<file path="src/rtl/qspi_mem_engine.sv">
module qspi_mem_engine #(
  parameter int DIV_W = 8
) (
  input  logic             clk,
  input  logic             rst_n,
  input  logic             req,
  input  logic [1:0]       req_op,
  input  logic [21:0]      req_addr,
  input  logic [1:0]       req_size,
  input  logic [31:0]      req_wdata,
  input  logic [7:0]       req_cmd,
  input  logic [7:0]       req_param,
  output logic             ack,
  output logic [31:0]      rdata,
  input  logic [DIV_W-1:0] clk_div,
  output logic             sclk,
  output logic             cs_n,
  output logic [3:0]       io_out,
  output logic [3:0]       io_oe,
  input  logic [3:0]       io_in
);
  localparam int FRAME_W = 72;
  localparam int CNT_W   = 7;
  localparam int TIM_W   = DIV_W + 1;
  localparam logic [1:0] OP_RD = 2'd0, OP_WR = 2'd1, OP_CMD = 2'd2, OP_MODE = 2'd3;

  typedef enum logic [1:0] {S_IDLE, S_LOW, S_HIGH, S_GAP} state_t;

  state_t             st;
  logic [2:0]         mode;
  logic               quad_q, rd_q;
  logic [2:0]         nby_q;
  logic [DIV_W-1:0]   h_q;
  logic [FRAME_W-1:0] tx;
  logic [31:0]        rx;
  logic [CNT_W-1:0]   cnt, nbits, dstart;
  logic [TIM_W-1:0]   tim;

  wire [DIV_W-1:0] half   = (clk_div == '0) ? DIV_W'(1) : clk_div;
  wire [2:0]       nby    = (req_size == 2'd0) ? 3'd1 : (req_size == 2'd1) ? 3'd2 : 3'd4;
  wire [2:0]       ndum   = mode[2] ? 3'd2 : 3'd1;
  wire [23:0]      hdr    = {(req_op == OP_WR) ? 2'b10 : 2'b00, req_addr};
  wire [31:0]      wle    = {req_wdata[7:0], req_wdata[15:8], req_wdata[23:16], req_wdata[31:24]};
  wire [CNT_W-1:0] d_init = CNT_W'(24) + CNT_W'({ndum, 3'b000});

  logic [FRAME_W-1:0] tx_init;
  logic [CNT_W-1:0]   nbits_init;
  always_comb begin
    case (req_op)
      OP_CMD: begin
        tx_init    = {req_cmd, req_param, 8'h00, 48'h0};
        nbits_init = CNT_W'(24);
      end
      OP_WR: begin
        tx_init    = {hdr, wle, 16'h0};
        nbits_init = CNT_W'(24) + CNT_W'({nby, 3'b000});
      end
      default: begin
        tx_init    = {hdr, 48'h0};
        nbits_init = d_init + CNT_W'({nby, 3'b000});
      end
    endcase
  end

  wire [TIM_W-1:0] h_last   = TIM_W'(h_q) - TIM_W'(1);
  wire [TIM_W-1:0] gap_last = {h_q, 1'b0} - TIM_W'(1);
  wire [CNT_W-1:0] cnt_nxt  = cnt + (quad_q ? CNT_W'(4) : CNT_W'(1));

  logic [31:0] rx_le;
  always_comb begin
    case (nby_q)
      3'd1:    rx_le = {24'h0, rx[7:0]};
      3'd2:    rx_le = {16'h0, rx[7:0], rx[15:8]};
      default: rx_le = {rx[7:0], rx[15:8], rx[23:16], rx[31:24]};
    endcase
  end

  always_ff @(posedge clk or negedge rst_n) begin
    if (!rst_n) begin
      st <= S_IDLE;  mode <= '0;   quad_q <= 1'b0; rd_q <= 1'b0;
      nby_q <= '0;   h_q <= DIV_W'(1); tx <= '0;   rx <= '0;
      cnt <= '0;     nbits <= '0;  dstart <= '0;   tim <= '0;
      sclk <= 1'b0;  cs_n <= 1'b1; ack <= 1'b0;    rdata <= '0;
    end else begin
      ack <= 1'b0;
      case (st)
        S_IDLE: if (req && !ack) begin
          if (req_op == OP_MODE) begin
            mode <= req_wdata[2:0];
            ack  <= 1'b1;
          end else begin
            tx     <= tx_init;
            nbits  <= nbits_init;
            dstart <= d_init;
            quad_q <= (req_op != OP_CMD) && (mode[1:0] == 2'b10);
            rd_q   <= (req_op == OP_RD);
            nby_q  <= nby;
            h_q    <= half;
            cnt    <= '0;
            tim    <= '0;
            rx     <= '0;
            cs_n   <= 1'b0;
            st     <= S_LOW;
          end
        end
        S_LOW: if (tim == h_last) begin
          tim  <= '0;
          sclk <= 1'b1;
          st   <= S_HIGH;
          if (rd_q && cnt >= dstart)
            rx <= quad_q ? {rx[27:0], io_in} : {rx[30:0], io_in[1]};
        end else tim <= tim + TIM_W'(1);
        S_HIGH: if (tim == h_last) begin
          tim  <= '0;
          sclk <= 1'b0;
          cnt  <= cnt_nxt;
          tx   <= quad_q ? (tx << 4) : (tx << 1);
          if (cnt_nxt >= nbits) begin
            cs_n <= 1'b1;
            st   <= S_GAP;
          end else st <= S_LOW;
        end else tim <= tim + TIM_W'(1);
        S_GAP: if (tim == gap_last) begin
          tim   <= '0;
          ack   <= 1'b1;
          rdata <= rx_le;
          st    <= S_IDLE;
        end else tim <= tim + TIM_W'(1);
        default: st <= S_IDLE;
      endcase
    end
  end

  assign io_out = cs_n ? 4'h0 : (quad_q ? tx[FRAME_W-1 -: 4] : {3'b000, tx[FRAME_W-1]});
  assign io_oe  = cs_n ? 4'h0 :
                  (!quad_q ? 4'h1 : ((rd_q && cnt >= CNT_W'(24)) ? 4'h0 : 4'hF));

  logic [2:0] gapc;
  always_ff @(posedge clk or negedge rst_n) begin
    if (!rst_n)          gapc <= 3'd7;
    else if (!cs_n)      gapc <= 3'd0;
    else if (gapc != 3'd7) gapc <= gapc + 3'd1;
  end

  AST_SCLK_IDLE_LOW:   assert property (@(posedge clk) disable iff (!rst_n) cs_n |-> !sclk);
  AST_SCLK_IN_FRAME:   assert property (@(posedge clk) disable iff (!rst_n) $rose(sclk) |-> !cs_n);
  AST_LANES_RELEASED:  assert property (@(posedge clk) disable iff (!rst_n) cs_n |-> io_oe == 4'h0);
  AST_ACK_AFTER_FRAME: assert property (@(posedge clk) disable iff (!rst_n) ack |-> cs_n);
  AST_ACK_PULSE:       assert property (@(posedge clk) disable iff (!rst_n) ack |=> !ack);
  AST_FRAME_BOUND:     assert property (@(posedge clk) disable iff (!rst_n) !cs_n |-> cnt < nbits);
  AST_CS_GAP:          assert property (@(posedge clk) disable iff (!rst_n) $fell(cs_n) |-> gapc >= 3'd2);
  AST_LANE_CHANGE_LOW: assert property (@(posedge clk) disable iff (!rst_n)
                                        (sclk && $past(sclk) && !cs_n) |-> $stable(io_out));
endmodule

</file>
<file path="config.mk">
export PLATFORM = sky130hd
export DESIGN_NAME = qspi_mem_engine
export DESIGN_NICKNAME = d
export VERILOG_FILES = /design/src/rtl/qspi_mem_engine.sv
export SDC_FILE = /design/constraint.sdc
export NUM_CORES = 1
export LEC_CHECK = 0
export BUFFER_PORTS_ARGS = -buffer_cell sky130_fd_sc_hd__buf_2
export CAP_MARGIN = 20
export CORE_UTILIZATION = 58
export CTS_CLUSTER_DIAMETER = 200
export CTS_CLUSTER_SIZE = 14
export DETAILED_ROUTE_END_ITERATION = 7
export PLACE_DENSITY = 0.9
export SETUP_SLACK_MARGIN = 0.3
export SLEW_MARGIN = 40
export SYNTH_ARGS = -nofsm -noshare
export SYNTH_HDL_FRONTEND = slang
export SYNTH_SLANG_ARGS = --single-unit
export TNS_END_PERCENT = 100
</file>
<file path="constraint.sdc">
create_clock -name clk -period 3.8 [get_ports clk]
set_clock_uncertainty 0.05 [all_clocks]
set_input_delay 0.57 -clock clk [delete_from_list [all_inputs] [get_ports clk]]
set_output_delay 0.57 -clock clk [all_outputs]
set_load 0.1 [all_outputs]
</file>
==> metrics, run 1 <==
status=finished, violations left; failing checks=DRC; Clock Sinks=163; Reg power frac=45.6%; post-route ant nets=0; Setup crit end kind=flop; top_reg_cell synth=dfrtp_1; Synth area leaders=dfrtp_1, mux2i_1, nand2_1, o21ai_0, nor2_1; Fin. Hold Viols=0; Worst Slack Setup Final=598 ps; syn_nets=1,127; CP Class=reg2reg; Max-Slew Margin vs Limit=47.3%; Area growth syn-to-layout=15.8%; Synth top area share=43.5%; number of flops mapped to enable cells by yosys=0; synth unique cells=65; Leak=5.50 nW; setup violators final=0; num ports=132; Worst-Margin Slew=789 ps; r2r startpoint=h_q[0]; CTS Buffer Depth=2; die height=128 µm; reg2reg path depth=10; P_sw=0.000824 W; endpoint of the worst register-to-register path=tx[69]; I/O Buffers=131; highest-delay cell along the critical path=or4b_4; Total Power=0.00387 W; die width=128 µm; Core Area=0.0154 mm²; worst path cell trace=inv_1 > ha_1 > or4b_4 > or3_1 > a22oi_2 > o2111ai_1 > a21o_4 > buf_12 > a211oi_1 > a21o_1; GRT Util Overall=29.4%; asr flop ratio synth=100%; Post-Route WL=23.3 mm; Reg area=0.00409 mm²; nets=1,215; Crit path largest cell delay=520 ps; switching share of power=21.3%; Arr. time, crit path=3520 ps; H-Tree Depth=4; multi-input combinational cell area=0.00480 mm²; internal power=0.00305 W; Max Cap Violations=0; Seq cells post-synth=163; period utilization=84.3%; total number of vias=8,178; largest net degree at the start of global routing=95; Num CTS Buffers=17; Initial Util=60.2%; Final Util=69.7%; CTS clk-pin slew, worst paths=70 ps; drt pass-1 iters=7; RSZ-0062 raised after global routing=no; vias in the first global route=7,675; RePlAce Congestion=0.891; later-pin clock latency in the skew report=430 ps; Yosys warning count=0; setup_tns=0 ps; final-report max-slew violation count=0; dpl ws=508 ps; most common cell after layout, fill and taps aside=dfrtp_1; Setup Buffers After CTS=0; sequential share of the synthesized area=44.1%; WP data required=4120 ps; worst min-delay path category=in2async; min cycle time layout=3200 ps; dpl hpwl=15.2 mm; TritonCTS clock tree=yes; most frequent cells in the layout=dfrtp_1, nand2_1, buf_2; Avg Inst Size Synth=9.13 µm²; CTS Root Cell=clkbuf_16; Yosys top cell by area=dfrtp_1; Critical Path Source Type=flop; Synth Cell Area=0.00926 mm²; total grt overflow=0; first-pass GRT wire length=37.9 mm; cell area power density=361 mW/mm²; DR WL/cell=17.6 µm; Post-route DRC=1; Clk pwr share=49.5%; fill count=1,108; share of cells above drive strength 1=18.8%; achievable clock frequency=0.312 GHz; Row Count=45; Reg2Reg Setup Slack=600 ps; Mapped Cells=1,014; Logic pwr share=5.0%; DRT iter0 DRCs=810; largest fanout on the critical path=41; Via density=6.16; Die ar.=0.0165 mm²; peak supply drop=0.358 mV; initial antenna violation count=2
metrics by stage:
stage	hold WS, ps	cell area (µm²)	cells
global route	165	10700	1326
detailed placement	401	10100	1294
floorplan	224	9270	1014
finish	98.6	10700	1328
CTS	133	10700	1326
global placement	380	9990	1291
critical path: cells and delay by family (launching register included):
family,cells,cell delay [ps]
AO/OA/AOI/OAI,5,1220
adder cells (fa/ha/maj),1,240
buffers and inverters,2,310
flip-flops,1,400
AND/OR/NAND/NOR,2,910
worst max path at each step:
stage	from	endpoint	slack [ps]	depth (start not counted)
after global routing	h_q[0]	tx[68]	470	10
after detailed placement	h_q[0]	rdata[25]	510	10
after global placement	h_q[0]	rdata[31]	590	10
after CTS	h_q[0]	rdata[12]	430	9
final	h_q[0]	tx[69]	600	10
after floorplan	quad_q	io_out[0]	350	5
cell type report:
cell class	instances	area share, %
multi-input cells	749	44.8
well taps	211	2.46
inverters	24	0.840
clock inverters	8	1.61
repair buffers	147	7.68
diodes	2	0.0467
clock buffers	24	4.49
flip-flops and latches	163	38.1
sequential cells by signal, indices dropped and copies added, names as in the netlist, 3 cells and up:
signal	flops
tx	56
rdata	32
rx	32
tim	9
h_q	8
cnt	7
nbits	4
mode	3
nby_q	3
layer usage:
metal,global-route usage [%],vias to the layer above,share of wire [%]
li1,-,3771,-
met1,38.8,3951,41
met4,10.0,0,2.1
met3,7.82,56,8.9
met5,0,-,0
met2,47.0,400,48
kinds of logic (layout without fill, tap and decap cells):
| group | after synthesis | after routing | synth area share (%) |
|---|---|---|---|
| fa+ha+maj | 24 | 24 | 3.32 |
| flops | 163 | 163 | 44.1 |
| simple gates | 336 | 336 | 16.1 |
| other cells | 0 | 2 | 0 |
| xor+xnor | 31 | 31 | 3.23 |
| mux | 93 | 93 | 10.1 |
| buf+inv | 102 | 203 | 4.50 |
| compound gates | 265 | 265 | 18.7 |
timing repair:
action | CTS | global route
endpoints found under the hold margin | 0 | 0
endpoints found under the setup margin | 0 | 19
hold buffers | 0 | 0
resized for setup | 0 | 1
power groups by stage:
stage	sequential, W	clock [W]	combinational [W]
2_1_floorplan	0.00179	0	0.0000896
3_3_place_gp	0.00179	0	0.000188
3_5_place_dp	0.00180	0	0.000193
4_1_cts	0.00176	0.00192	0.000195
5_1_grt	0.00177	0.00198	0.000215
6_report	0.00176	0.00191	0.000192
cells in the mapped netlist, types with 4 or more instances:
library cell	number
a211oi_2	9
o21ai_0	100
a221oi_1	22
o221ai_1	8
nor2b_1	5
mux2_2	6
inv_1	22
xnor2_1	16
a211oi_1	9
nand2_1	141
dfrtp_1	161
nor2_1	97
or3_1	8
nand3_1	55
o211ai_1	8
xor2_1	13
a21o_1	22
a22o_1	6
a31oi_1	12
ha_1	23
a21oi_1	45
o31ai_1	4
clkbuf_1	67
mux2i_1	87
(Power assumes the default switching activity.)
==> run 2, diff against run 1 <==
Clock period 3.8 ns to 3 ns, I/O delays scaled along.
==> run 2 against run 1 <==
  * The flow now finishes without violations
  * Cell area up 12%
  * Power increased by 27%
  * Clock-buffer cell count is 4 lower
  * Via count up 11%
  * Sequential share of layout area is 4.1 points lower
  * Utilization rose by 8.5 points
  * Final cell count increased by 4.5%
  * Non-clock buffer count is 57 higher
  * Critical endpoint is now tx[28]
  * Highest routed layer is now met5
==> metrics, run 2 (synthesis gave the netlist of run 1 again) <==
die width=128 µm (unchanged); period utilization=99.5% (+15 points); DR WL/cell=21.2 µm (+21%); Die ar.=0.0165 mm² (unchanged); CTS clk-pin slew, worst paths=60 ps (about the same); largest fanout on the critical path=18 (-56%); Reg power frac=45.6% (about the same); P_sw=0.00112 W (+36%); setup_tns=0 ps (unchanged); min cycle time layout=2990 ps (-216 ps); Largest regs=tx x56, rdata x32, rx x32; Arr. time, crit path=3280 ps (-240 ps); first-pass GRT wire length=40.9 mm (+7.8%); die height=128 µm (unchanged); Worst-Margin Slew=973 ps (+184 ps); share of cells above drive strength 1=29.5% (+11 points); worst hold stages=3; largest net degree at the start of global routing=75 (-21%); highest-delay cell along the critical path=or4b_4; Max Cap Violations=0 (unchanged); Via density=6.55 (+6.4%); worst min-delay path category=in2reg; Biggest register=tx; setup violators final=0 (unchanged); max reg flops=56 (unchanged); num ports=132 (unchanged); DRT iter0 DRCs=1,064 (+31%); Min Hold Slack=172 ps (+73.2 ps); CTS Root Cell=clkbuf_16; RSZ-0062 raised after global routing=yes; peak supply drop=0.500 mV (+40%); H-Tree Depth=4 (unchanged); r2r startpoint=h_q[1]; Worst Slack Setup Final=14.6 ps (-584 ps); Leak=6.03 nW (+9.6%); CP Class=reg2reg; status=finished, final reports clean; I/O Buffers=131 (unchanged); vias in the first global route=8,232 (+7.3%); Fin. Hold Viols=0 (unchanged); Hold Startpoint=clk_div[2]; achievable clock frequency=0.335 GHz (+7.2%); most frequent cells in the layout=dfrtp_1, nand2_1, buf_2; dpl cell area=0.0102 mm² (+1.0%); TritonCTS clock tree=yes; CP Launch Point=h_q[1]; post-route ant nets=0 (unchanged); Initial Util=60.2% (unchanged); Max-Slew Margin vs Limit=34.7% (-13 points); drt pass-1 iters=7 (unchanged); dpl hpwl=15.4 mm (+1.0%); Critical Path Source Type=flop; switching share of power=22.8% (+1.6 points); Num CTS Buffers=17 (unchanged); Core Area=0.0154 mm² (unchanged); Logic pwr share=5.3% (+0.3 points); reg2reg path depth=11 (+1); total grt overflow=0 (unchanged); Clk pwr share=49.1% (-0.4 points); Final Util=78.2% (+8.5 points); most common cell after layout, fill and taps aside=dfrtp_1; total number of vias=9,096 (+11%); Post-Route WL=29.5 mm (+26%); final-report max-slew violation count=0 (unchanged); dpl ws=34.5 ps (-474 ps); Finished Cell Area=0.0120 mm² (+12%); Post-route DRC=0 (-1); cell area power density=408 mW/mm² (+13%); nets=1,276 (+5.0%); worst path cell trace=inv_2 > ha_4 > or4b_4 > or3_4 > a22oi_2 > buf_4 > o2111ai_4 > buf_6 > a21o_4 > buf_8 > o21ai_0; Area growth syn-to-layout=29.9%; initial antenna violation count=5 (+3); WP data required=3290 ps (-830 ps); Clock Sinks=163 (unchanged); Crit path largest cell delay=500 ps (-20 ps); later-pin clock latency in the skew report=450 ps (+20 ps); Row Count=45 (unchanged); RePlAce Congestion=0.899 (+0.85%); internal power=0.00378 W (+24%); CTS Buffer Depth=2 (unchanged); GRT Util Overall=31.8% (+2.4 points); Setup crit end kind=flop
-- run 2: metal layers --
layer  part of all wire (%)  track usage (%)  routed length, µm  vias up
met4                    3.6             13.1               1070        6
met1                     37             41.5              11000     4397
met5                   0.13                0                 37        -
met2                     49             50.6              14300      644
met3                     10             8.07               3010      135
li1                       -                -                  -     3914
-- run 2: cell type report --
type                       count  area, µm²
timing repair buffer         204       1640
inverter                      24       93.8
fill                         899       3350
tap                          211        264
clock buffer                  20        467
multi-input combinational    753       5300
sequential                   163       4090
clock inverter                12        178
antenna                        1       2.50
-- run 2: worst paths after layout --
check	to	slack (ps)
min in group asynchronous	tim[2]	530
worst min register to register	rdata[25]	420
worst max register to register	tx[28]	10
max in group asynchronous	tx[44]	1530
worst min-delay path	h_q[2]	170
worst max-delay path	tx[28]	10
-- run 2: timing repair --
item / in CTS / in global routing
hold buffers: 1 / 0
pin swaps: 12 / 38
setup buffers: 17 / 12
resized for setup: 35 / 112
hold endpoints to repair: 51 / 0
gates cloned: 11 / 12
setup endpoints to repair: 136 / 139
-- run 2: critical path: cells and delay by family (launching register included) --
kind | cells | cell delay [ps]
simple gates | 2 | 840
compound gates | 4 | 830
buf+inv | 4 | 620
flops | 1 | 400
fa+ha+maj | 1 | 140
-- run 2: metrics by stage --
stage          power, W  cells
2_1_floorplan   0.00238   1014
3_3_place_gp    0.00252   1302
3_5_place_dp    0.00253   1302
4_1_cts         0.00489   1363
5_1_grt         0.00502   1388
6_report        0.00490   1388
-- run 2: power by group through the flow --
stage                     clock network [W]  registers, W  logic, W
after floorplan                           0       0.00227  0.000115
after global placement                    0       0.00227  0.000246
after detailed placement                  0       0.00227  0.000251
after CTS                           0.00240       0.00223  0.000257
after global routing                0.00249       0.00223  0.000288
final                               0.00241       0.00223  0.000261
==> run 3, diff against run 2 <==
Settings changed: RECOVER_POWER set to 25.
==> run 3 against run 2 <==
  * The flow now finishes with violations (capacitance limit, slew limit)
  * Register-to-register slack about the same
  * Sequential power hardly changed
  * Wire length down 0.15%
  * Cell area barely moved
  * Final cell count unchanged
==> metrics, run 3 (synthesis gave the netlist of run 1 again) <==
drt pass-1 iters=7 (unchanged); Num CTS Buffers=17 (unchanged); achievable clock frequency=0.335 GHz (about the same); Buf/Inv on CP=4 (unchanged); CTS Buffer Depth=2 (unchanged); num ports=132 (unchanged); Area growth syn-to-layout=29.8% (about the same); total number of vias=9,066 (-0.33%); Leak=6.03 nW (about the same); Die ar.=0.0165 mm² (unchanged); GRT Util Overall=31.8% (unchanged); Biggest register=tx; vias in the first global route=8,232 (unchanged); Via density=6.53 (-0.33%); worst min-delay path category=in2reg; post-route ant nets=0 (unchanged); Initial Util=60.2% (unchanged); multi-input combinational cell area=0.00530 mm² (unchanged); final-report max-slew violation count=68 (+68); RSZ-0062 raised after global routing=yes; initial antenna violation count=5 (unchanged); Reg area=0.00409 mm² (unchanged); Finished Cell Area=0.0120 mm² (about the same); cell area power density=408 mW/mm² (about the same); Clock Sinks=163 (unchanged); Critical Path Source Type=flop; die width=128 µm (unchanged); WP data required=3290 ps (about the same); CP delay by family, top=simple AND/OR/NAND/NOR gates; later-pin clock latency in the skew report=450 ps (about the same); dpl cell area=0.0102 mm² (unchanged); die height=128 µm (unchanged); min cycle time layout=2980 ps (-2.64 ps); Fin. Hold Viols=0 (unchanged); period utilization=99.4% (about the same); Setup crit end kind=flop; H-Tree Depth=4 (unchanged); I/O Buffers=131 (unchanged); RePlAce Congestion=0.899 (unchanged); Final Util=78.2% (about the same); highest-delay cell along the critical path=or4b_4; failing checks=capacitance limit, slew limit; most common cell after layout, fill and taps aside=dfrtp_1; most frequent cells in the layout=dfrtp_1, nand2_1, buf_2; Crit path largest cell delay=500 ps (about the same); Worst-Margin Slew=1780 ps (+803 ps); dpl ws=34.5 ps (unchanged); total grt overflow=0 (unchanged); largest net degree at the start of global routing=75 (unchanged); DR WL/cell=21.2 µm (-0.15%); DRT iter0 DRCs=1,064 (unchanged); Largest regs=tx x56, rdata x32, rx x32; Row Count=45 (unchanged); first-pass GRT wire length=40.9 mm (unchanged); worst path cell trace=inv_2 > ha_4 > or4b_4 > or3_4 > a22oi_2 > buf_4 > o2111ai_4 > buf_6 > a21o_4 > buf_8 > o21ai_0; share of cells above drive strength 1=29.5% (unchanged); nets=1,276 (unchanged); peak supply drop=0.500 mV (about the same); largest fanout on the critical path=18 (unchanged); Core Area=0.0154 mm² (unchanged); CP Class=reg2reg; fill count=900 (+0.11%); Max-Slew Margin vs Limit=-18.4% (-53 points); Worst Slack Setup Final=17.2 ps (+2.64 ps); dpl hpwl=15.4 mm (unchanged); setup violators final=0 (unchanged); TritonCTS clock tree=yes; max reg flops=56 (unchanged); CTS Root Cell=clkbuf_16; status=finished, violations left; CTS clk-pin slew, worst paths=60 ps (about the same); Post-Route WL=29.4 mm (-0.15%); Arr. time, crit path=3270 ps (about the same); Max Cap Violations=1 (+1); Post-route DRC=0 (unchanged)
[run 3: final timing paths]
path / from / endpoint / slack [ps] / depth (start not counted)
min reg2reg: rdata[25] / rdata[25] / 420 / 2
max in group asynchronous: rst_n / quad_q / 650 / 2
min in group asynchronous: rst_n / tim[2] / 970 / 2
max: h_q[1] / tx[28] / 20 / 11
max reg2reg: h_q[1] / tx[28] / 20 / 11
min: clk_div[2] / h_q[2] / 170 / 3
[run 3: worst reg2reg max path, stage by stage, from the launching register on]
cell and delay (ps):
dfrtp_1 400, inv_2 80, ha_4 140, or4b_4 500, or3_4 340, a22oi_2 200, buf_4 190, o2111ai_4 160
buf_6 180, a21o_4 250, buf_8 180, o21ai_0 220
[run 3: timing repair]
item                       CTS  global route
hold endpoints to repair    51             0
resized for setup           35           112
gates cloned                11            12
buffers inserted            17            12
setup endpoints to repair  136           139
hold buffers                 1             0
pin swaps                   12            38
[run 3: area by class of cell]
class | count | share of cell area, %
inverter | 24 | 0.781
timing repair buffer | 204 | 13.6
clock inverter | 12 | 1.48
clock buffer | 20 | 3.88
sequential | 163 | 34.0
multi-input combinational | 753 | 44.1
antenna | 1 | 0.0208
tap | 211 | 2.20
[run 3: through the flow]
| step | std cells | setup TNS (ps) | hold WS, ps | power [W] |
|---|---|---|---|---|
| after detailed placement | 1302 | 0 | 404 | 0.00253 |
| after global routing | 1388 | -221 | 182 | 0.00502 |
| after floorplan | 1014 | 0 | 104 | 0.00238 |
| after CTS | 1363 | 0 | 165 | 0.00489 |
| after global placement | 1302 | 0 | 396 | 0.00252 |
| final | 1388 | 0 | 172 | 0.00490 |
[run 3: power breakdown]
group / total [W] / internal [W] / switching (W)
Sequential: 0.00223 / 0.00222 / 0.0000176
Clock: 0.00241 / 0.00146 / 0.000944
Combinational: 0.000260 / 0.000103 / 0.000157
Total: 0.00490 / 0.00378 / 0.00112
[run 3: routing by layer]
layer	global-route usage, %	share of wire [%]	vias up
li1	-	-	3912
met1	41.5	38	4421
met2	50.6	49	601
met3	8.07	9.9	126
met4	13.1	3.6	6
met5	0	0.13	-
